[src/rtl/flash_erase_pkg.sv]
package flash_erase_pkg;

    localparam int BYTE_W    = 8;
    localparam int WIDE_W    = 32;
    localparam int N_SECTORS = 5;
    localparam int LAST_STEP = 5;

    localparam logic [WIDE_W-1:0] ADR_KEY_A = 32'h0000_5555;
    localparam logic [WIDE_W-1:0] ADR_KEY_B = 32'h0000_2AAA;

    localparam logic [BYTE_W-1:0] DAT_KEY_A  = 8'hAA;
    localparam logic [BYTE_W-1:0] DAT_KEY_B  = 8'h55;
    localparam logic [BYTE_W-1:0] DAT_SETUP  = 8'h80;
    localparam logic [BYTE_W-1:0] DAT_CHIP   = 8'h10;
    localparam logic [BYTE_W-1:0] DAT_SECTOR = 8'h30;
    localparam logic [BYTE_W-1:0] DAT_ABORT  = 8'hF0;

    typedef enum logic [2:0] {
        SEC_BOOT  = 3'd0,
        SEC_PARA  = 3'd1,
        SEC_PARB  = 3'd2,
        SEC_MAINA = 3'd3,
        SEC_MAINB = 3'd4
    } sector_e;

    typedef enum logic [1:0] {
        OP_NONE   = 2'd0,
        OP_CHIP   = 2'd1,
        OP_SECTOR = 2'd2
    } op_kind_e;

    typedef enum logic [1:0] {
        SQ_IDLE  = 2'd0,
        SQ_ISSUE = 2'd1,
        SQ_WAIT  = 2'd2
    } seq_state_e;

    typedef struct packed {
        logic [WIDE_W-1:0] addr;
        logic [BYTE_W-1:0] data;
    } bus_wr_t;

    typedef struct packed {
        logic              valid;
        op_kind_e          kind;
        logic [WIDE_W-1:0] addr;
    } erase_cmd_t;

    // Lowest address of a sector for an array of 2**aw bytes.
    function automatic logic [WIDE_W-1:0] sector_lo(input int aw, input int idx);
        logic [WIDE_W-1:0] eighth, sixteenth;
        eighth    = 32'd1 << (aw - 3);
        sixteenth = 32'd1 << (aw - 4);
        case (idx)
            0:       sector_lo = '0;
            1:       sector_lo = eighth;
            2:       sector_lo = eighth + sixteenth;
            3:       sector_lo = 32'd1 << (aw - 2);
            default: sector_lo = 32'd1 << (aw - 1);
        endcase
    endfunction

    function automatic logic [WIDE_W-1:0] sector_hi(input int aw, input int idx);
        if (idx >= N_SECTORS - 1)
            sector_hi = (32'd1 << aw) - 32'd1;
        else
            sector_hi = sector_lo(aw, idx + 1) - 32'd1;
    endfunction

    function automatic sector_e sector_of(input int aw, input logic [WIDE_W-1:0] a);
        sector_e s;
        s = SEC_BOOT;
        for (int i = 1; i < N_SECTORS; i++) begin
            if (a >= sector_lo(aw, i)) s = sector_e'(i);
        end
        return s;
    endfunction

    // Address/data pair expected at each step of the unlock prefix.
    function automatic logic prefix_ok(input logic [2:0] step, input bus_wr_t w);
        case (step)
            3'd0:    prefix_ok = (w.addr == ADR_KEY_A) && (w.data == DAT_KEY_A);
            3'd1:    prefix_ok = (w.addr == ADR_KEY_B) && (w.data == DAT_KEY_B);
            3'd2:    prefix_ok = (w.addr == ADR_KEY_A) && (w.data == DAT_SETUP);
            3'd3:    prefix_ok = (w.addr == ADR_KEY_A) && (w.data == DAT_KEY_A);
            3'd4:    prefix_ok = (w.addr == ADR_KEY_B) && (w.data == DAT_KEY_B);
            default: prefix_ok = 1'b0;
        endcase
    endfunction

    function automatic logic [2:0] lowest_set(input logic [N_SECTORS-1:0] m);
        logic [2:0] r;
        r = '0;
        for (int i = N_SECTORS - 1; i >= 0; i--) begin
            if (m[i]) r = 3'(i);
        end
        return r;
    endfunction

endpackage

[src/rtl/flash_bus_if.sv]
module flash_bus_if
    import flash_erase_pkg::*;
#(
    parameter int ADDR_W      = 17,
    parameter int SYNC_STAGES = 2
) (
    input  logic              clk,
    input  logic              rst,
    input  logic              ce_n,
    input  logic              we_n,
    input  logic              oe_n,
    input  logic [ADDR_W-1:0] addr,
    input  logic [BYTE_W-1:0] din,
    output logic              wr_valid,
    output bus_wr_t           wr
);

    localparam int N_STROBES = 3;

    logic [N_STROBES-1:0] raw_strobe;
    logic [N_STROBES-1:0] sync_strobe;

    assign raw_strobe = {oe_n, we_n, ce_n};

    // One synchronizer chain per strobe; the idle level of every strobe is high.
    for (genvar g = 0; g < N_STROBES; g++) begin : g_sync
        logic [SYNC_STAGES-1:0] chain;
        always_ff @(posedge clk) begin
            if (rst) chain <= '1;
            else     chain <= {chain[SYNC_STAGES-2:0], raw_strobe[g]};
        end
        assign sync_strobe[g] = chain[SYNC_STAGES-1];
    end

    logic s_ce_n, s_we_n, s_oe_n;
    assign s_ce_n = sync_strobe[0];
    assign s_we_n = sync_strobe[1];
    assign s_oe_n = sync_strobe[2];

    logic              wr_act;
    logic              act_q;
    logic [ADDR_W-1:0] addr_q;
    logic [BYTE_W-1:0] data_q;

    assign wr_act = !s_ce_n && !s_we_n && s_oe_n;

    always_ff @(posedge clk) begin
        if (rst) begin
            act_q    <= 1'b0;
            addr_q   <= '0;
            data_q   <= '0;
            wr_valid <= 1'b0;
            wr       <= '0;
        end else begin
            act_q    <= wr_act;
            wr_valid <= 1'b0;
            if (wr_act && !act_q) addr_q <= addr;
            if (wr_act)           data_q <= din;
            // Completion is the first enable rising while output-enable stays high.
            if (act_q && !wr_act && s_oe_n) begin
                wr_valid <= 1'b1;
                wr.addr  <= WIDE_W'(addr_q);
                wr.data  <= data_q;
            end
        end
    end

endmodule

[src/rtl/flash_cmd_seq.sv]
module flash_cmd_seq
    import flash_erase_pkg::*;
(
    input  logic       clk,
    input  logic       rst,
    input  logic       block,
    input  logic       wr_valid,
    input  bus_wr_t    wr,
    output erase_cmd_t cmd
);

    logic [2:0] step;

    always_ff @(posedge clk) begin
        if (rst) begin
            step <= '0;
            cmd  <= '0;
        end else begin
            cmd.valid <= 1'b0;
            if (block) begin
                step <= '0;
            end else if (wr_valid) begin
                if (wr.data == DAT_ABORT) begin
                    step <= '0;
                end else if (step < 3'(LAST_STEP)) begin
                    step <= prefix_ok(step, wr) ? step + 3'd1 : 3'd0;
                end else begin
                    step <= '0;
                    if (wr.addr == ADR_KEY_A && wr.data == DAT_CHIP) begin
                        cmd.valid <= 1'b1;
                        cmd.kind  <= OP_CHIP;
                        cmd.addr  <= wr.addr;
                    end else if (wr.data == DAT_SECTOR) begin
                        cmd.valid <= 1'b1;
                        cmd.kind  <= OP_SECTOR;
                        cmd.addr  <= wr.addr;
                    end
                end
            end
        end
    end

endmodule

[src/rtl/flash_erase_seq.sv]
module flash_erase_seq
    import flash_erase_pkg::*;
#(
    parameter int ADDR_W       = 17,
    parameter int ERASE_CYCLES = 1000
) (
    input  logic              clk,
    input  logic              rst,
    input  logic              boot_lock,
    input  erase_cmd_t        cmd,
    output logic              busy,
    output logic              ers_start,
    output logic [ADDR_W-1:0] ers_first,
    output logic [ADDR_W-1:0] ers_last
);

    localparam int CNT_W = $clog2(ERASE_CYCLES + 1);

    seq_state_e             state;
    logic [N_SECTORS-1:0]   pending;
    logic [CNT_W-1:0]       remain;
    logic [N_SECTORS-1:0]   plan;
    logic [2:0]             pick;
    sector_e                target;
    logic [WIDE_W-1:0]      lo_w, hi_w;

    assign target = sector_of(ADDR_W, cmd.addr);
    assign pick   = lowest_set(pending);
    assign lo_w   = sector_lo(ADDR_W, int'(pick));
    assign hi_w   = sector_hi(ADDR_W, int'(pick));

    always_comb begin
        plan = '0;
        if (cmd.kind == OP_CHIP) begin
            plan = '1;
            if (boot_lock) plan[SEC_BOOT] = 1'b0;
        end else if (cmd.kind == OP_SECTOR) begin
            plan[target] = 1'b1;
            if (boot_lock && target == SEC_BOOT) plan = '0;
        end
    end

    always_ff @(posedge clk) begin
        if (rst) begin
            state     <= SQ_IDLE;
            pending   <= '0;
            remain    <= '0;
            ers_start <= 1'b0;
            ers_first <= '0;
            ers_last  <= '0;
        end else begin
            ers_start <= 1'b0;
            case (state)
                SQ_IDLE: begin
                    if (cmd.valid && plan != '0) begin
                        pending <= plan;
                        state   <= SQ_ISSUE;
                    end
                end
                SQ_ISSUE: begin
                    ers_start      <= 1'b1;
                    ers_first      <= lo_w[ADDR_W-1:0];
                    ers_last       <= hi_w[ADDR_W-1:0];
                    pending[pick]  <= 1'b0;
                    remain         <= CNT_W'(ERASE_CYCLES - 1);
                    state          <= SQ_WAIT;
                end
                SQ_WAIT: begin
                    if (remain == '0)
                        state <= (pending == '0) ? SQ_IDLE : SQ_ISSUE;
                    else
                        remain <= remain - 1'b1;
                end
                default: state <= SQ_IDLE;
            endcase
        end
    end

    assign busy = (state != SQ_IDLE);

endmodule

[src/rtl/flash_erase_ctrl.sv]
module flash_erase_ctrl
    import flash_erase_pkg::*;
#(
    parameter int ADDR_W       = 17,
    parameter int ERASE_CYCLES = 1000,
    parameter int SYNC_STAGES  = 2
) (
    input  logic              clk,
    input  logic              rst,
    input  logic              ce_n,
    input  logic              we_n,
    input  logic              oe_n,
    input  logic [ADDR_W-1:0] addr,
    input  logic [7:0]        din,
    input  logic              boot_lock,
    output logic              dout_en,
    output logic              busy,
    output logic              ers_start,
    output logic [ADDR_W-1:0] ers_first,
    output logic [ADDR_W-1:0] ers_last
);

    logic       wr_valid;
    bus_wr_t    wr;
    erase_cmd_t cmd;

    flash_bus_if #(
        .ADDR_W      (ADDR_W),
        .SYNC_STAGES (SYNC_STAGES)
    ) u_bus (
        .clk      (clk),
        .rst      (rst),
        .ce_n     (ce_n),
        .we_n     (we_n),
        .oe_n     (oe_n),
        .addr     (addr),
        .din      (din),
        .wr_valid (wr_valid),
        .wr       (wr)
    );

    flash_cmd_seq u_cmd (
        .clk      (clk),
        .rst      (rst),
        .block    (busy),
        .wr_valid (wr_valid),
        .wr       (wr),
        .cmd      (cmd)
    );

    flash_erase_seq #(
        .ADDR_W       (ADDR_W),
        .ERASE_CYCLES (ERASE_CYCLES)
    ) u_seq (
        .clk       (clk),
        .rst       (rst),
        .boot_lock (boot_lock),
        .cmd       (cmd),
        .busy      (busy),
        .ers_start (ers_start),
        .ers_first (ers_first),
        .ers_last  (ers_last)
    );

    assign dout_en = !rst && !ce_n && !oe_n && we_n;

endmodule

[config.mk]
export PLATFORM = sky130hd
export DESIGN_NAME = flash_erase_ctrl
export DESIGN_NICKNAME = d
export VERILOG_FILES = /design/src/rtl/flash_erase_pkg.sv /design/src/rtl/flash_bus_if.sv /design/src/rtl/flash_cmd_seq.sv /design/src/rtl/flash_erase_seq.sv /design/src/rtl/flash_erase_ctrl.sv
export SDC_FILE = /design/constraint.sdc
export NUM_CORES = 1
export LEC_CHECK = 0
export BUFFER_PORTS_ARGS = -buffer_cell sky130_fd_sc_hd__buf_4
export CORE_ASPECT_RATIO = 0.7
export CORE_MARGIN = 2
export CORE_UTILIZATION = 40
export DETAILED_ROUTE_END_ITERATION = 8
export GPL_TIMING_DRIVEN = 0
export PLACE_DENSITY = 0.57
export SLEW_MARGIN = 20
export SYNTH_ARGS = -nofsm -noshare
export SYNTH_HDL_FRONTEND = slang
export SYNTH_SLANG_ARGS = --single-unit
export TNS_END_PERCENT = 50
[constraint.sdc]
create_clock -name clk -period 7.1 [get_ports clk]
set_input_delay 1.065 -clock clk [delete_from_list [all_inputs] [get_ports clk]]
set_output_delay 1.065 -clock clk [all_outputs]
set_load 0.005 [all_outputs]
==> qor.json <==
{
  "max_transition_margin": 0.317,
  "place.detailed.instances": 732,
  "maxCapViolations": 0,
  "synth_cells": 535,
  "ys_seq_elements": 95,
  "ys_warn_count": 0,
  "synthAdderAreaFrac": 0.0234,
  "clkLatencyLatePin_ps": 340,
  "startpoint_type": "input pin",
  "stdcell_count": 748,
  "clock_tree.root_cell": "sky130_fd_sc_hd__clkbuf_16",
  "dr_pass1_iterations": 5,
  "worstMarginPinSlew_ps": 1020,
  "finalWeightedCongestion": 0.856,
  "routed_wire_length_per_instance_um": 13.6,
  "end_kind": "primary output",
  "place_worst_setup_slack_ps": 4070,
  "numClockSinks": 95,
  "globalRoute.totalOverflow": 0,
  "tritoncts_clock_tree": "yes",
  "synthXorXnorAreaFrac": 0.00821,
  "final.period_utilization": 0.426,
  "sequential_area_share_after_synthesis": 0.445,
  "leakage_nw": 1.90,
  "finalSetupTns_ps": 0,
  "synth-edff-count": 0,
  "combined_area_of_all_synthesized_cells_sq_um": 4270,
  "postCtsSetupBuffers": 0,
  "dpl.hpwl_mm": 7.73,
  "vias": 3797,
  "route.antenna.remaining_nets": 0,
  "finish.net_count": 650,
  "grt_antenna_before_repair": 0,
  "cts_buffers": 9,
  "worst_ir_drop_vdd_mv": 0.124,
  "drt_first_iter_violations": 228,
  "netlist-cell-type-count": 55,
  "synth.area.mux_share": 0.0106,
  "postRouteWirelength_mm": 10.2,
  "final_setup_violation_count": 0,
  "timing.final.max_slew_violations": 0,
  "insertedDiodeCount": 0,
  "path_clk_slew_ps": 70,
  "first_global_vias": 3574,
  "status": "completed",
  "critPathMaxFanout": 8,
  "hp-class": "reg2reg",
  "synth-main-ff-cell": "sky130_fd_sc_hd__dfxtp_1",
  "via_per_inst": 5.08,
  "number_of_remaining_drc_errors": 0,
  "cp_required_ps": 6030,
  "grt_start_max_net_pins": 17,
  "globalRouteTotalUtil": 0.189,
  "unrepaired_setup_endpoints_after_global_routing": "no",
  "async_flop_share": 0,
  "grt_first_pass_wirelength_mm": 17.5,
  "clock_tree.htree_level_count": 3,
  "postCtsHoldBufs": 0,
  "rows": 31,
  "io_buffer_count": 53,
  "boundaryPins": 68,
  "synth_area_per_cell_sq_um": 7.98,
  "worst_clock_skew_ps": 7.18,
  "worst_slack_ps": 4080,
  "yosys.area_share.simple": 0.262,
  "initial_utilization": 0.412,
  "areaGrowthSynthToFinish_pct": 21.8,
  "combinational_family_with_the_most_area_after_synthesis": "simple AND/OR/NAND/NOR gates",
  "multi_input_comb_area_sq_um": 2020,
  "post_cts.resized_instances": 0,
  "max_freq_mhz": 331,
  "synth_compound_area_frac": 0.158,
  "clock_path_buffers": 2,
  "final_period_demand_of_the_worst_path_ps": 3020,
  "hold_violations": 0,
  "worst-setup-path-type": "in2out",
  "critical_path_arrival_ps": 1960,
  "filler_cell_count": 1042,
  "die_h_um": 90.4,
  "area.sequential_sq_um": 1900,
  "fraction_of_final_layout_cells_sized_beyond_drive_strength_1": 0.188,
  "power.density_cell_area_nw_per_um2": 210,
  "die_area_sq_um": 11500,
  "die_x_um": 127,
  "core_sq_um": 10400
}
## stage by stage
step / hold slack (ps) / util / instance area (sq um) / total power (W)
final: 409 / 0.502 / 5200 / 0.00109
after global routing: 423 / 0.502 / 5200 / 0.00113
after CTS: 409 / 0.502 / 5200 / 0.00110
after detailed placement: 393 / 0.471 / 4880 / 0.000587
after global placement: 398 / 0.471 / 4880 / 0.000586
after floorplan: 389 / - / 4310 / 0.000567
## logic make-up after synthesis
group           Yosys count
other cells               1
compound gates          116
buf+inv                  74
simple gates            233
fa+ha+maj                 8
mux                       4
flops                    95
xor+xnor                  4
## routing by layer
metal | vias up | global-route usage | part of all wire
met3 | 12 | 0.0409 | 0.054
met2 | 97 | 0.273 | 0.40
met4 | 0 | 0.0467 | 0.010
met1 | 1751 | 0.285 | 0.53
li1 | 1937 | - | -
met5 | - | 0 | 0
## critical path, cell delays in order
cell and delay (ps):
sky130_fd_sc_hd__clkbuf_1 200, sky130_fd_sc_hd__or2_2 360, sky130_fd_sc_hd__nor3b_1 200, sky130_fd_sc_hd__buf_4 140
## worst paths after layout
check | endpoint | cells past startpoint | slack (ps) | start
max | dout_en | 4 | 4080 | rst
min | u_bus.g_sync[1].chain[1] | 1 | 410 | u_bus.g_sync[1].chain[0]
max reg2reg | u_seq.ers_last[15] | 10 | 4510 | u_seq.pending[0]
min reg2reg | u_bus.g_sync[1].chain[1] | 1 | 410 | u_bus.g_sync[1].chain[0]
## synth_stat cells, drive strengths merged, types with 2 or more instances
cell | number | area, sq um
or3 | 3 | 18.8
nand3b | 3 | 22.5
and3 | 2 | 12.5
and2 | 2 | 13.8
or2 | 7 | 43.8
nand4 | 5 | 31.3
nand3 | 14 | 70.1
nand4b | 2 | 17.5
nor3b | 2 | 15.0
mux2 | 4 | 45.0
ha | 8 | 100
nand2 | 120 | 450
nor2 | 36 | 135
a22oi | 3 | 22.5
nor4bb | 3 | 30.0
nor4 | 6 | 58.8
o31ai | 4 | 30.0
a21oi | 76 | 384
buf | 29 | 224
nor3 | 11 | 55.1
dfxtp | 95 | 1900
nor2b | 6 | 37.5
o21ai | 13 | 65.1
a311oi | 4 | 35.0
a31oi | 3 | 18.8
clkbuf | 28 | 105
or4bb | 3 | 33.8
xor2 | 3 | 26.3
a21o | 2 | 22.5
a211oi | 2 | 15.0
nor4b | 3 | 26.3
a221oi | 3 | 26.3
inv | 17 | 63.8
## report_power, final
part | internal, W | switching [W]
registers | 0.000535 | 0.00000107
logic | 0.0000188 | 0.0000193
clock network | 0.000310 | 0.000208
## flip-flops by register name, indices dropped and copies added (netlist names), 3 cells and up
signal,cells
u_bus.g_sync.chain,6
u_bus.addr_q,17
u_cmd.step,3
u_seq.remain,10
u_seq.ers_last,5
u_seq.pending,5
u_cmd.cmd,7
u_seq.ers_first,4
u_bus.wr,25
u_bus.data_q,8
## cell usage in the layout, fill, tap and decap left out, types with 4 or more instances in the layout
cell / count
sky130_fd_sc_hd__buf_4: 78
sky130_fd_sc_hd__o31ai_1: 4
sky130_fd_sc_hd__a21oi_1: 75
sky130_fd_sc_hd__nand3_1: 14
sky130_fd_sc_hd__a311oi_1: 4
sky130_fd_sc_hd__o21ai_0: 11
sky130_fd_sc_hd__or2_2: 7
sky130_fd_sc_hd__inv_1: 17
sky130_fd_sc_hd__mux2_2: 4
sky130_fd_sc_hd__nor3_1: 11
sky130_fd_sc_hd__nor2b_1: 6
sky130_fd_sc_hd__ha_1: 8
sky130_fd_sc_hd__dfxtp_1: 95
sky130_fd_sc_hd__nor4_1: 4
sky130_fd_sc_hd__nand4_1: 5
sky130_fd_sc_hd__clkbuf_1: 29
sky130_fd_sc_hd__nor2_1: 36
sky130_fd_sc_hd__clkbuf_16: 9
sky130_fd_sc_hd__nand2_1: 120
sky130_fd_sc_hd__conb_1: 13
## layout make-up
| class | count | area share |
|---|---|---|
| sequential | 95 | 0.366 |
| timing repair buffer | 53 | 0.0765 |
| clock inverter | 6 | 0.0178 |
| tap | 132 | 0.0318 |
| inverter | 17 | 0.0123 |
| multi-input combinational | 378 | 0.388 |
| clock buffer | 10 | 0.0440 |
| buffer | 57 | 0.0633 |
No activity file was read; power rests on OpenSTA's default activity.
